<file path="config.mk">
export PLATFORM = sky130hd
export DESIGN_NAME = fine_scroll_addr_gen
export DESIGN_NICKNAME = d
export VERILOG_FILES = /design/src/rtl/fsa_pkg.sv /design/src/rtl/fsa_start_regs.sv /design/src/rtl/fsa_row_tracker.sv /design/src/rtl/fsa_fetch_fsm.sv /design/src/rtl/fine_scroll_addr_gen.sv
export SDC_FILE = /design/constraint.sdc
export NUM_CORES = 1
export LEC_CHECK = 0
export ABC_AREA = 1
export BUFFER_PORTS_ARGS = -buffer_cell sky130_fd_sc_hd__buf_2
export CORE_MARGIN = 5
export CORE_UTILIZATION = 55
export CTS_CLUSTER_SIZE = 25
export DETAILED_ROUTE_END_ITERATION = 7
export PLACE_DENSITY = 0.74
export SLEW_MARGIN = 20
export SYNTH_ARGS = -nofsm -noshare
export SYNTH_HDL_FRONTEND = slang
export SYNTH_SLANG_ARGS = --single-unit
</file>
<file path="constraint.sdc">
create_clock -name clk -period 2.2 [get_ports clk]
set_input_delay 0.22 -clock clk [delete_from_list [all_inputs] [get_ports clk]]
set_output_delay 0.22 -clock clk [all_outputs]
set_load 0.03 [all_outputs]
</file>
<file path="src/rtl/fsa_pkg.sv">
package fsa_pkg;

    // Controller states of the fetch sequencer
    typedef enum logic [1:0] {
        ST_OFF   = 2'd0,
        ST_FETCH = 2'd1,
        ST_HOLD  = 2'd2,
        ST_BLANK = 2'd3
    } fsa_state_e;

    // Classification of the line a line strobe is about to start
    typedef enum logic [1:0] {
        LK_OFF   = 2'd0,
        LK_FETCH = 2'd1,
        LK_BLANK = 2'd2
    } fsa_kind_e;

endpackage

</file>
<file path="src/rtl/fsa_start_regs.sv">
module fsa_start_regs #(
    parameter int ADDR_W     = 15,
    parameter int COARSE_LSB = 6
) (
    input  logic              clk,
    input  logic              rst_n,
    input  logic              wr_en,
    input  logic              wr_hi,
    input  logic [7:0]        wr_data,
    input  logic              enh_mode,
    output logic [ADDR_W-1:0] next_start
);

    // Only word bits [ADDR_W-1:1] can ever reach the address.
    logic [ADDR_W-1:1] pend_q;
    logic              unused_bit0;

    assign unused_bit0 = wr_data[0];

    always_ff @(posedge clk) begin
        if (!rst_n) begin
            pend_q <= '0;
        end else if (wr_en) begin
            if (wr_hi) begin
                pend_q[ADDR_W-1:8] <= wr_data[ADDR_W-9:0];
            end else begin
                pend_q[7:1] <= wr_data[7:1];
            end
        end
    end

    // Granularity chosen by the mode input
    always_comb begin
        next_start = '0;
        if (enh_mode) begin
            next_start[ADDR_W-1:1] = pend_q;
        end else begin
            next_start[ADDR_W-1:COARSE_LSB] = pend_q[ADDR_W-1:COARSE_LSB];
        end
    end

endmodule

</file>
<file path="src/rtl/fsa_row_tracker.sv">
module fsa_row_tracker
    import fsa_pkg::*;
#(
    parameter int ADDR_W       = 15,
    parameter int SCREEN_BASE  = 'h3000,
    parameter int COLS         = 80,
    parameter int ACTIVE_LINES = 256,
    parameter int BLANK_LINES  = 6
) (
    input  logic              clk,
    input  logic              rst_n,
    input  logic              frame_go,
    input  logic              line_go,
    input  logic [ADDR_W-1:0] start_addr,
    input  logic              blank_req,
    output logic [ADDR_W-1:0] line_addr,
    output fsa_kind_e         line_kind
);

    localparam int                LW       = $clog2(ACTIVE_LINES + 1);
    localparam logic [LW-1:0]     ACT_V    = LW'(ACTIVE_LINES);
    localparam logic [LW-1:0]     BLK_V    = LW'(ACTIVE_LINES - BLANK_LINES);
    localparam logic [ADDR_W-1:0] ROW_STEP = ADDR_W'(COLS * 8 - 7);
    localparam logic [ADDR_W-1:0] BASE_A   = ADDR_W'(SCREEN_BASE);

    logic [ADDR_W-1:0] ls_q;      // column-0 address of the next line
    logic [2:0]        sub_q;     // scanline inside the character row
    logic [2:0]        sub0_q;    // scanline the frame started on
    logic [LW-1:0]     idx_q;     // active lines started in this frame
    logic              blank_q;   // blanking sampled at the frame strobe

    logic              row_carry;
    logic [ADDR_W-1:0] row_sum;
    logic [ADDR_W-1:0] row_next;
    logic [ADDR_W-1:0] ls_next;

    always_comb begin
        {row_carry, row_sum} = {1'b0, ls_q} + {1'b0, ROW_STEP};
        row_next = row_carry ? (row_sum + BASE_A) : row_sum;
        ls_next  = (sub_q == 3'd7) ? row_next : (ls_q + ADDR_W'(1));
    end

    always_comb begin
        if (idx_q >= ACT_V) begin
            line_kind = LK_OFF;
        end else if (blank_q && (idx_q >= BLK_V)) begin
            line_kind = LK_BLANK;
        end else begin
            line_kind = LK_FETCH;
        end
    end

    assign line_addr = ls_q;

    always_ff @(posedge clk) begin
        if (!rst_n) begin
            ls_q    <= BASE_A;
            sub_q   <= '0;
            sub0_q  <= '0;
            idx_q   <= ACT_V;
            blank_q <= 1'b0;
        end else if (frame_go) begin
            ls_q    <= start_addr;
            sub_q   <= start_addr[2:0];
            sub0_q  <= start_addr[2:0];
            idx_q   <= '0;
            blank_q <= blank_req;
        end else if (line_go && (idx_q < ACT_V)) begin
            ls_q  <= ls_next;
            sub_q <= sub_q + 3'd1;
            idx_q <= idx_q + LW'(1);
        end
    end

    // the final active line closes a last partial row of sub0 lines
    last_row_len_chk: assert property (@(posedge clk) disable iff (!rst_n)
        (line_go && !frame_go && (idx_q == ACT_V - LW'(1))) |-> (sub_q == sub0_q - 3'd1));

    // the line origin moves only on a strobe
    start_hold_chk: assert property (@(posedge clk) disable iff (!rst_n)
        (!frame_go && !line_go) |=> $stable(ls_q));

endmodule

</file>
<file path="src/rtl/fsa_fetch_fsm.sv">
module fsa_fetch_fsm
    import fsa_pkg::*;
#(
    parameter int ADDR_W      = 15,
    parameter int SCREEN_BASE = 'h3000,
    parameter int COLS        = 80,
    parameter int FETCH_GAP   = 8
) (
    input  logic              clk,
    input  logic              rst_n,
    input  logic              frame_go,
    input  logic              line_go,
    input  fsa_kind_e         line_kind,
    input  logic [ADDR_W-1:0] line_addr,
    output logic [ADDR_W-1:0] rd_addr,
    output logic              fetch_strobe,
    output logic              line_blank
);

    localparam int                CW       = (COLS > 1) ? $clog2(COLS) : 1;
    localparam int                GW       = (FETCH_GAP > 1) ? $clog2(FETCH_GAP) : 1;
    localparam logic [CW-1:0]     COL_LAST = CW'(COLS - 1);
    localparam logic [GW-1:0]     GAP_LAST = GW'(FETCH_GAP - 1);
    localparam logic [ADDR_W-1:0] BASE_A   = ADDR_W'(SCREEN_BASE);
    localparam logic [ADDR_W-1:0] CELL     = ADDR_W'(8);

    fsa_state_e        st_q, st_d;
    logic [CW-1:0]     col_q;
    logic [GW-1:0]     gap_q;
    logic [ADDR_W-1:0] cur_q;
    logic              last_beat;
    logic              cell_carry;
    logic [ADDR_W-1:0] cell_sum;
    logic [ADDR_W-1:0] cur_next;

    assign last_beat = (col_q == COL_LAST) && (gap_q == GAP_LAST);

    always_comb begin
        {cell_carry, cell_sum} = {1'b0, cur_q} + {1'b0, CELL};
        cur_next = cell_carry ? (cell_sum + BASE_A) : cell_sum;
    end

    // Next state
    always_comb begin
        st_d = st_q;
        if (frame_go) begin
            st_d = ST_OFF;
        end else if (line_go) begin
            unique case (line_kind)
                LK_FETCH: st_d = ST_FETCH;
                LK_BLANK: st_d = ST_BLANK;
                default:  st_d = ST_OFF;
            endcase
        end else begin
            unique case (st_q)
                ST_FETCH: if (last_beat) st_d = ST_HOLD;
                ST_HOLD:  st_d = ST_HOLD;
                ST_BLANK: st_d = ST_BLANK;
                ST_OFF:   st_d = ST_OFF;
            endcase
        end
    end

    // State register
    always_ff @(posedge clk) begin
        if (!rst_n) begin
            st_q <= ST_OFF;
        end else begin
            st_q <= st_d;
        end
    end

    // Column walk
    always_ff @(posedge clk) begin
        if (!rst_n) begin
            col_q <= '0;
            gap_q <= '0;
            cur_q <= BASE_A;
        end else if (frame_go) begin
            col_q <= '0;
            gap_q <= '0;
        end else if (line_go) begin
            col_q <= '0;
            gap_q <= '0;
            cur_q <= line_addr;
        end else if (st_q == ST_FETCH) begin
            if (gap_q == GAP_LAST) begin
                gap_q <= '0;
                col_q <= col_q + CW'(1);
                cur_q <= cur_next;
            end else begin
                gap_q <= gap_q + GW'(1);
            end
        end
    end

    // Outputs
    always_comb begin
        rd_addr = cur_q;
        unique case (st_q)
            ST_FETCH: begin
                fetch_strobe = (gap_q == '0);
                line_blank   = 1'b0;
            end
            ST_HOLD: begin
                fetch_strobe = 1'b0;
                line_blank   = 1'b0;
            end
            ST_BLANK, ST_OFF: begin
                fetch_strobe = 1'b0;
                line_blank   = 1'b1;
            end
        endcase
    end


    addr_window_chk: assert property (@(posedge clk) disable iff (!rst_n)
        fetch_strobe |-> (rd_addr >= BASE_A));


    blank_edge_chk: assert property (@(posedge clk) disable iff (!rst_n)
        $rose(line_blank) |-> $past(line_go || frame_go));

    generate
        if (FETCH_GAP > 1) begin : g_spacing

            fetch_spacing_chk: assert property (@(posedge clk) disable iff (!rst_n)
                (fetch_strobe && !line_go && !frame_go) |=> !fetch_strobe);
        end
    endgenerate

endmodule

</file>
<file path="src/rtl/fine_scroll_addr_gen.sv">
module fine_scroll_addr_gen
    import fsa_pkg::*;
#(
    parameter int ADDR_W       = 15,
    parameter int COARSE_LSB   = 6,
    parameter int SCREEN_BASE  = 'h3000,
    parameter int COLS         = 80,
    parameter int FETCH_GAP    = 8,
    parameter int ACTIVE_LINES = 256,
    parameter int BLANK_LINES  = 6
) (
    input  logic              clk,
    input  logic              rst_n,
    input  logic              wr_en,
    input  logic              wr_hi,
    input  logic [7:0]        wr_data,
    input  logic              enh_mode,
    input  logic              blank_en,
    input  logic              frame_sync,
    input  logic              line_sync,
    output logic [ADDR_W-1:0] rd_addr,
    output logic              fetch_strobe,
    output logic              line_blank
);

    logic [ADDR_W-1:0] next_start;
    logic [ADDR_W-1:0] line_addr;
    fsa_kind_e         line_kind;

    fsa_start_regs #(
        .ADDR_W     (ADDR_W),
        .COARSE_LSB (COARSE_LSB)
    ) u_regs (
        .clk        (clk),
        .rst_n      (rst_n),
        .wr_en      (wr_en),
        .wr_hi      (wr_hi),
        .wr_data    (wr_data),
        .enh_mode   (enh_mode),
        .next_start (next_start)
    );

    fsa_row_tracker #(
        .ADDR_W       (ADDR_W),
        .SCREEN_BASE  (SCREEN_BASE),
        .COLS         (COLS),
        .ACTIVE_LINES (ACTIVE_LINES),
        .BLANK_LINES  (BLANK_LINES)
    ) u_rows (
        .clk        (clk),
        .rst_n      (rst_n),
        .frame_go   (frame_sync),
        .line_go    (line_sync),
        .start_addr (next_start),
        .blank_req  (blank_en),
        .line_addr  (line_addr),
        .line_kind  (line_kind)
    );

    fsa_fetch_fsm #(
        .ADDR_W      (ADDR_W),
        .SCREEN_BASE (SCREEN_BASE),
        .COLS        (COLS),
        .FETCH_GAP   (FETCH_GAP)
    ) u_fsm (
        .clk          (clk),
        .rst_n        (rst_n),
        .frame_go     (frame_sync),
        .line_go      (line_sync),
        .line_kind    (line_kind),
        .line_addr    (line_addr),
        .rd_addr      (rd_addr),
        .fetch_strobe (fetch_strobe),
        .line_blank   (line_blank)
    );

endmodule

</file>
-- Word-level counts from Yosys, hierarchy flattened
Index checks and enable logic that the tools add are counted.
- bits in latches: 0
- ROM bits: 0
- input port bits: 16
- word-level logic and storage cells: 76
- output and inout bits: 17
- memories kept: 0
- flip-flop bits (word level): 69
- RAM bits: 0
- eq/ne operators: 9
- order comparisons: 3
- bitwise gates (word level): 3
- add/sub/neg operators: 9
- multiply operators: 0
- shift operators: 0
- div/mod/pow operators: 0
- reductions and logical operators: 17
- muxes and demuxes: 22
- operators with widths (cell ; number):
    $mux W15 ; 8
    $add A15 B14 Y15 const B ; 2
    $mux W9 ; 2
    $add A15 B10 Y16 const B ; 1
    $add A15 B4 Y16 const B ; 1
    $add A15 B1 Y15 const B ; 1
    $add A9 B1 Y9 const B ; 1
    $ge A9 B8 Y1 const B ; 1
    $ge A9 B9 Y1 const B ; 1
    $lt A9 B9 Y1 const B ; 1
    $mux W3 ; 3
    $mux W2 ; 4
    $pmux W2 S4 ; 1
    $add A7 B1 Y7 const B ; 1
    $eq A7 B7 Y1 const B ; 1
    $add A3 B1 Y3 const B ; 2
    $eq A2 B2 Y1 const B ; 3
    $eq A3 B3 Y1 const B ; 2
    $reduce_and A2 Y1 ; 3
    $reduce_bool A2 Y1 ; 3
    $reduce_or A2 Y1 ; 3
    $reduce_or A3 Y1 ; 2
    $mux W5 ; 1
    $eq A2 B1 Y1 const B ; 2
    other kinds (8) ; 13

-- Depth between registers and ports, before layout
- word-level depth: 7
- gate-level depth with buffers: 17
- depth with buffers taken out: 16

-- By module
Synthesis repeated with hierarchy kept, for this count alone.
- cells, all modules: 635
- area total of the unflattened synthesis: 4317.9 um^2
- modules (own cells, without submodules) (module ; area an instance (um^2) ; sequential area each (um^2) ; instances ; cells each):
    fsa_row_tracker ; 1889.3 ; 560.5 ; 1 ; 304
    fsa_fetch_fsm ; 1686.6 ; 540.5 ; 1 ; 232
    fsa_start_regs ; 742.0 ; 280.3 ; 1 ; 99

-- Worst setup path after synthesis
OpenSTA, ideal clock, no wires.
- path kind: flip-flop to flip-flop
- start point: reg u_fsm.cur_q[3], in the netlist u_fsm.rd_addr[3]
- end point: reg u_fsm.cur_q[13], in the netlist u_fsm.rd_addr[13]
- cell stages (with the launch flop): 13
- arrival time: 2117 ps
- path buffers: 0
- data required time: 2142 ps
- setup slack: 25 ps
- clock period less this slack: 2175 ps
- library setup time: 58 ps
- path through: dfxtp_1 -> ha_1 -> nand2_1 -> nor2_2 -> nand4_2 -> nor2_1 -> nand2_1 -> xor2_1 -> ha_1 -> or2_0 -> nand3_1 -> nand2_1 -> nand2_1
- cells in the longest elaborated chain, start to end: 6
- RTL lines (what ; line ; source):
    start: declaration ; fsa_fetch_fsm.sv:30 ; logic [ADDR_W-1:0] cur_q;
    start signal: assignment ; fsa_fetch_fsm.sv:85 ; cur_q <= line_addr;
    start signal: assignment ; fsa_fetch_fsm.sv:90 ; cur_q <= cur_next;
    $add A15 B4 Y16 (*) ; fsa_fetch_fsm.sv:39 ; {cell_carry, cell_sum} = {1'b0, cur_q} + {1'b0, CELL};
    $add A15 B14 Y15 ; fsa_fetch_fsm.sv:40 ; cur_next = cell_carry ? (cell_sum + BASE_A) : cell_sum;
    $mux W15 (*) ; fsa_fetch_fsm.sv:40 ;
    $mux W15 (*) ; fsa_fetch_fsm.sv:87 ; if (gap_q == GAP_LAST) begin
    $mux W15 (*) ; fsa_fetch_fsm.sv:86 ; end else if (st_q == ST_FETCH) begin
    $mux W15 (*) ; fsa_fetch_fsm.sv:82 ; end else if (line_go) begin
Mark *: on every way between the ends. The rest lies on a longest branch, timed or not. The select of a mux whose other input is x is not followed.
A chain may end at the register's enable or synchronous reset.

-- Worst setup path in the final report
- start point: reg u_fsm.cur_q[4], in the netlist u_fsm.rd_addr[4]
- end point: reg u_fsm.cur_q[13], in the netlist u_fsm.rd_addr[13]
The elaborated chain is that of the path after synthesis.

==> results.md <==
- Slew Viols, Final: 0
- Busiest layer in global routing: met2
- First-pass GRT wire length: 16,000 µm
- Sequential cell area: ~1400 µm²
- Area delta synth->final: 11.6%
- Peak VDD IR: 394 µV
- CP max-delay cell: dfxtp_2
- Syn Area/Cell: 6.79 µm²
- Synthesis warning total: 0
- CTS Sinks: 69
- # fillers: 708
- Drt wl/cell: 12.7 µm
- Worst Hold Class: primary input to flop
- Drt first pass iters: 6
- Power per cell area: just under 600 nW/µm²
- RePlAce Congestion: 0.922
- Worst Path Required: 2480 ps
- M3 GR Usage: under 10%
- P_leak: 2.03 nW
- Most used DFF post-synth: dfxtp_1
- Syn Nets: 630
- Worst-case clock skew: 11.2 ps
- # diodes: 0
- Number of global-route vias before repair: ~3.6k
- Largest net degree at the start of global routing: 26
- CTS Hold Bufs: 0
- DRC viols: 0
- Seq/Total Area, Yosys: 34.0%
- GRT Overall Usage: 21.7%
- Worst r2r src: u_fsm.rd_addr[4]
- Status: finished, final reports clean
- Clock slew at reported path FFs: around 80 ps
- RSZ-0062 raised after global routing: true
- DR vias/cell: around 5.3
- Initial antenna violation count: 0
- I/O pin total: 33
- Final setup vio count: 0
- Slowest cell delay on critical path: 350 ps
- Kind of critical path: flop to flop
- Nets: about 670
- HP Start: wr_data[6]
- CTS root buffer: clkbuf_8
- Die height: 95.9 µm
- Via Count: 3,898
- Layout cells sized above 1: 13.9%
- Max-cap violations: 0
- Max_slew headroom: 74.3%
- Cell chain of the critical path: ha_1 > nand2_1 > nor2_4 > nand4_2 > nor2_2 > nand2_1 > xor2_2 > ha_1 > or2_0 > nand3_1 > nand2_1 > nand2_1
- Critical-path maximum fanout: 4
- Worst skew pair latency: roughly 340 ps
- Chip Width: 95.9 µm
- Gate Count Post-Synth: 598
- Port Buffer Count: 32
- Crit. End Element: flop
- Arrival @ worst endpoint: about 2300 ps
- Maximum buffer depth of the clock tree: 2
- Area taken by multi-input logic gates: 2250 µm²
- Worst path most repeated cell: nand2_1
- Final Util: 62.8%
- Core area: between 7000 and 8000 µm²
- Synth unique cells: 41
- Initial Util: 56.3%
- Starting DRT DRC Count: 280
- Antenna Nets Post-Route: 0
- Post-CTS setup repair buffer count: 0
- Worst Tran Pin Value: 386 ps
- Met1 track demand over resource: 28.6%
- Min Tclk post-route: 2060 ps
- Final period util: roughly 94%
- Final wirelength: 9360 µm
- Total CTS buffers: 9
- Total gr overflow: 0
- Fin. Hold Viols: 0
- Worst Setup SP: u_fsm.rd_addr[4]
- Mapped cell area: 4060 µm²
- Row cnt: 31
- H-tree depth: 3
- TritonCTS clock tree: done
- Min Hold Slack: 127 ps
- Die Area: 9200 µm²
- Post-synth EDFFs: 0
- Peak Freq: approximately 480 MHz
- Grt met2 use: around 36%
- Post-DP HPWL: 6990 µm
- Yosys reg bits: 69
- Worst setup SP type: flop
- Async SR Flop Fraction: 0%
path summary, 6_finish.rpt:
kind / end / slack (ps) / cells past startpoint
max: u_fsm.rd_addr[13] / 140 / 12
min: u_regs.pend_q[6] / 130 / 3
max reg2reg: u_fsm.rd_addr[13] / 140 / 12
min reg2reg: u_rows.blank_q / 450 / 2
kinds of logic (layout without fill, tap and decap cells):
logic type / Yosys count / in the layout / synth area share [%]
AO/OA/AOI/OAI: 127 / 127 / 17.1
XOR/XNOR: 11 / 11 / 2.37
adder cells (fa/ha/maj): 16 / 16 / 4.93
buffers and inverters: 108 / 150 / 11.1
flip-flops: 69 / 69 / 34.0
AND/OR/NAND/NOR: 267 / 267 / 30.5
cells in the final DEF, fill, tap and decap left out, types with 11 or more instances in the layout:
cell type / synthesis / layout
nand2_1: 126 / 125
inv_1: 86 / 86
dfxtp_1: 69 / 68
nor2_1: 58 / 57
o21ai_0: 57 / 57
a21oi_1: 47 / 47
nand3_1: 45 / 45
buf_2: 4 / 32
ha_1: 16 / 16
buf_4: 3 / 11
Yosys cell counts (2+ instances only):
cell / number / area share, %
clkbuf_1: 5 / 0.46
buf_2: 4 / 0.49
inv_1: 86 / 8.0
or2_0: 2 / 0.31
a211oi_1: 4 / 0.74
inv_2: 3 / 0.28
ha_1: 16 / 4.9
nor3_1: 4 / 0.49
buf_6: 3 / 0.83
nor2_4: 7 / 1.9
a221oi_1: 2 / 0.43
nand3_1: 45 / 5.5
o21ai_0: 57 / 7.0
nand2_1: 126 / 12
nor2_1: 58 / 5.4
buf_4: 3 / 0.55
nand2_2: 3 / 0.46
o211ai_1: 2 / 0.37
nor3_4: 4 / 1.6
a311oi_1: 3 / 0.65
a21oi_1: 47 / 5.8
nand4_1: 8 / 1.2
clkbuf_2: 2 / 0.25
dfxtp_1: 69 / 34
nor2_2: 3 / 0.46
a31oi_1: 6 / 0.92
xor2_1: 10 / 2.2
or2_2: 3 / 0.46
critical path: cells and delay by family, from the launching register on:
family,cells,cell delay (ps)
AND/OR/NAND/NOR,9,1030
adder cells (fa/ha/maj),2,450
flip-flops,1,350
XOR/XNOR,1,170
through the flow:
step	cells	total power (W)	cell area (µm²)	setup WS [ps]	TNS, ps
finish	739	0.00267	4530	136	0
global route	739	0.00280	4530	-29.1	-40.2
detailed placement	723	0.00168	4320	95.3	0
CTS	739	0.00269	4510	56.3	0
floorplan	598	0.00158	4060	25.0	0
global placement	723	0.00167	4320	243	0
area by class of cell:
| class | instances | share of cell area, % |
|---|---|---|
| multi-input combinational | 421 | 49.6 |
| sequential | 69 | 30.5 |
| tap | 99 | 2.73 |
| clock inverter | 5 | 1.33 |
| clock buffer | 11 | 2.90 |
| inverter | 91 | 7.59 |
| timing repair buffer | 43 | 5.36 |
power by group:
part	internal (W)	leakage (nW)	switching, W
Clock	0.000528	0.0939	0.000485
Sequential	0.00130	0.564	0.0000444
Combinational	0.000102	1.37	0.000210
Total	0.00193	2.03	0.000739
timing repair:
action / CTS / global route
endpoints found under the hold margin: 0 / 0
resized for setup: 0 / 5
endpoints found under the setup margin: 0 / 4
layer usage:
| metal | vias to the layer above | share of wire, % |
|---|---|---|
| met2 | 106 | 46 |
| li1 | 2016 | - |
| met1 | 1762 | 48 |
| met5 | - | 0 |
| met4 | 0 | 1.4 |
| met3 | 14 | 5.1 |
sequential cells by signal (all words and copies together), names as in the netlist:
register          cells
u_rows.sub_q          3
u_rows.idx_q          9
u_fsm.st_q            2
u_rows.line_addr     15
u_fsm.gap_q           3
u_regs.pend_q        14
u_fsm.rd_addr        15
u_fsm.col_q           7
u_rows.blank_q        1
Note: power is estimated with default switching activity, not from simulation.
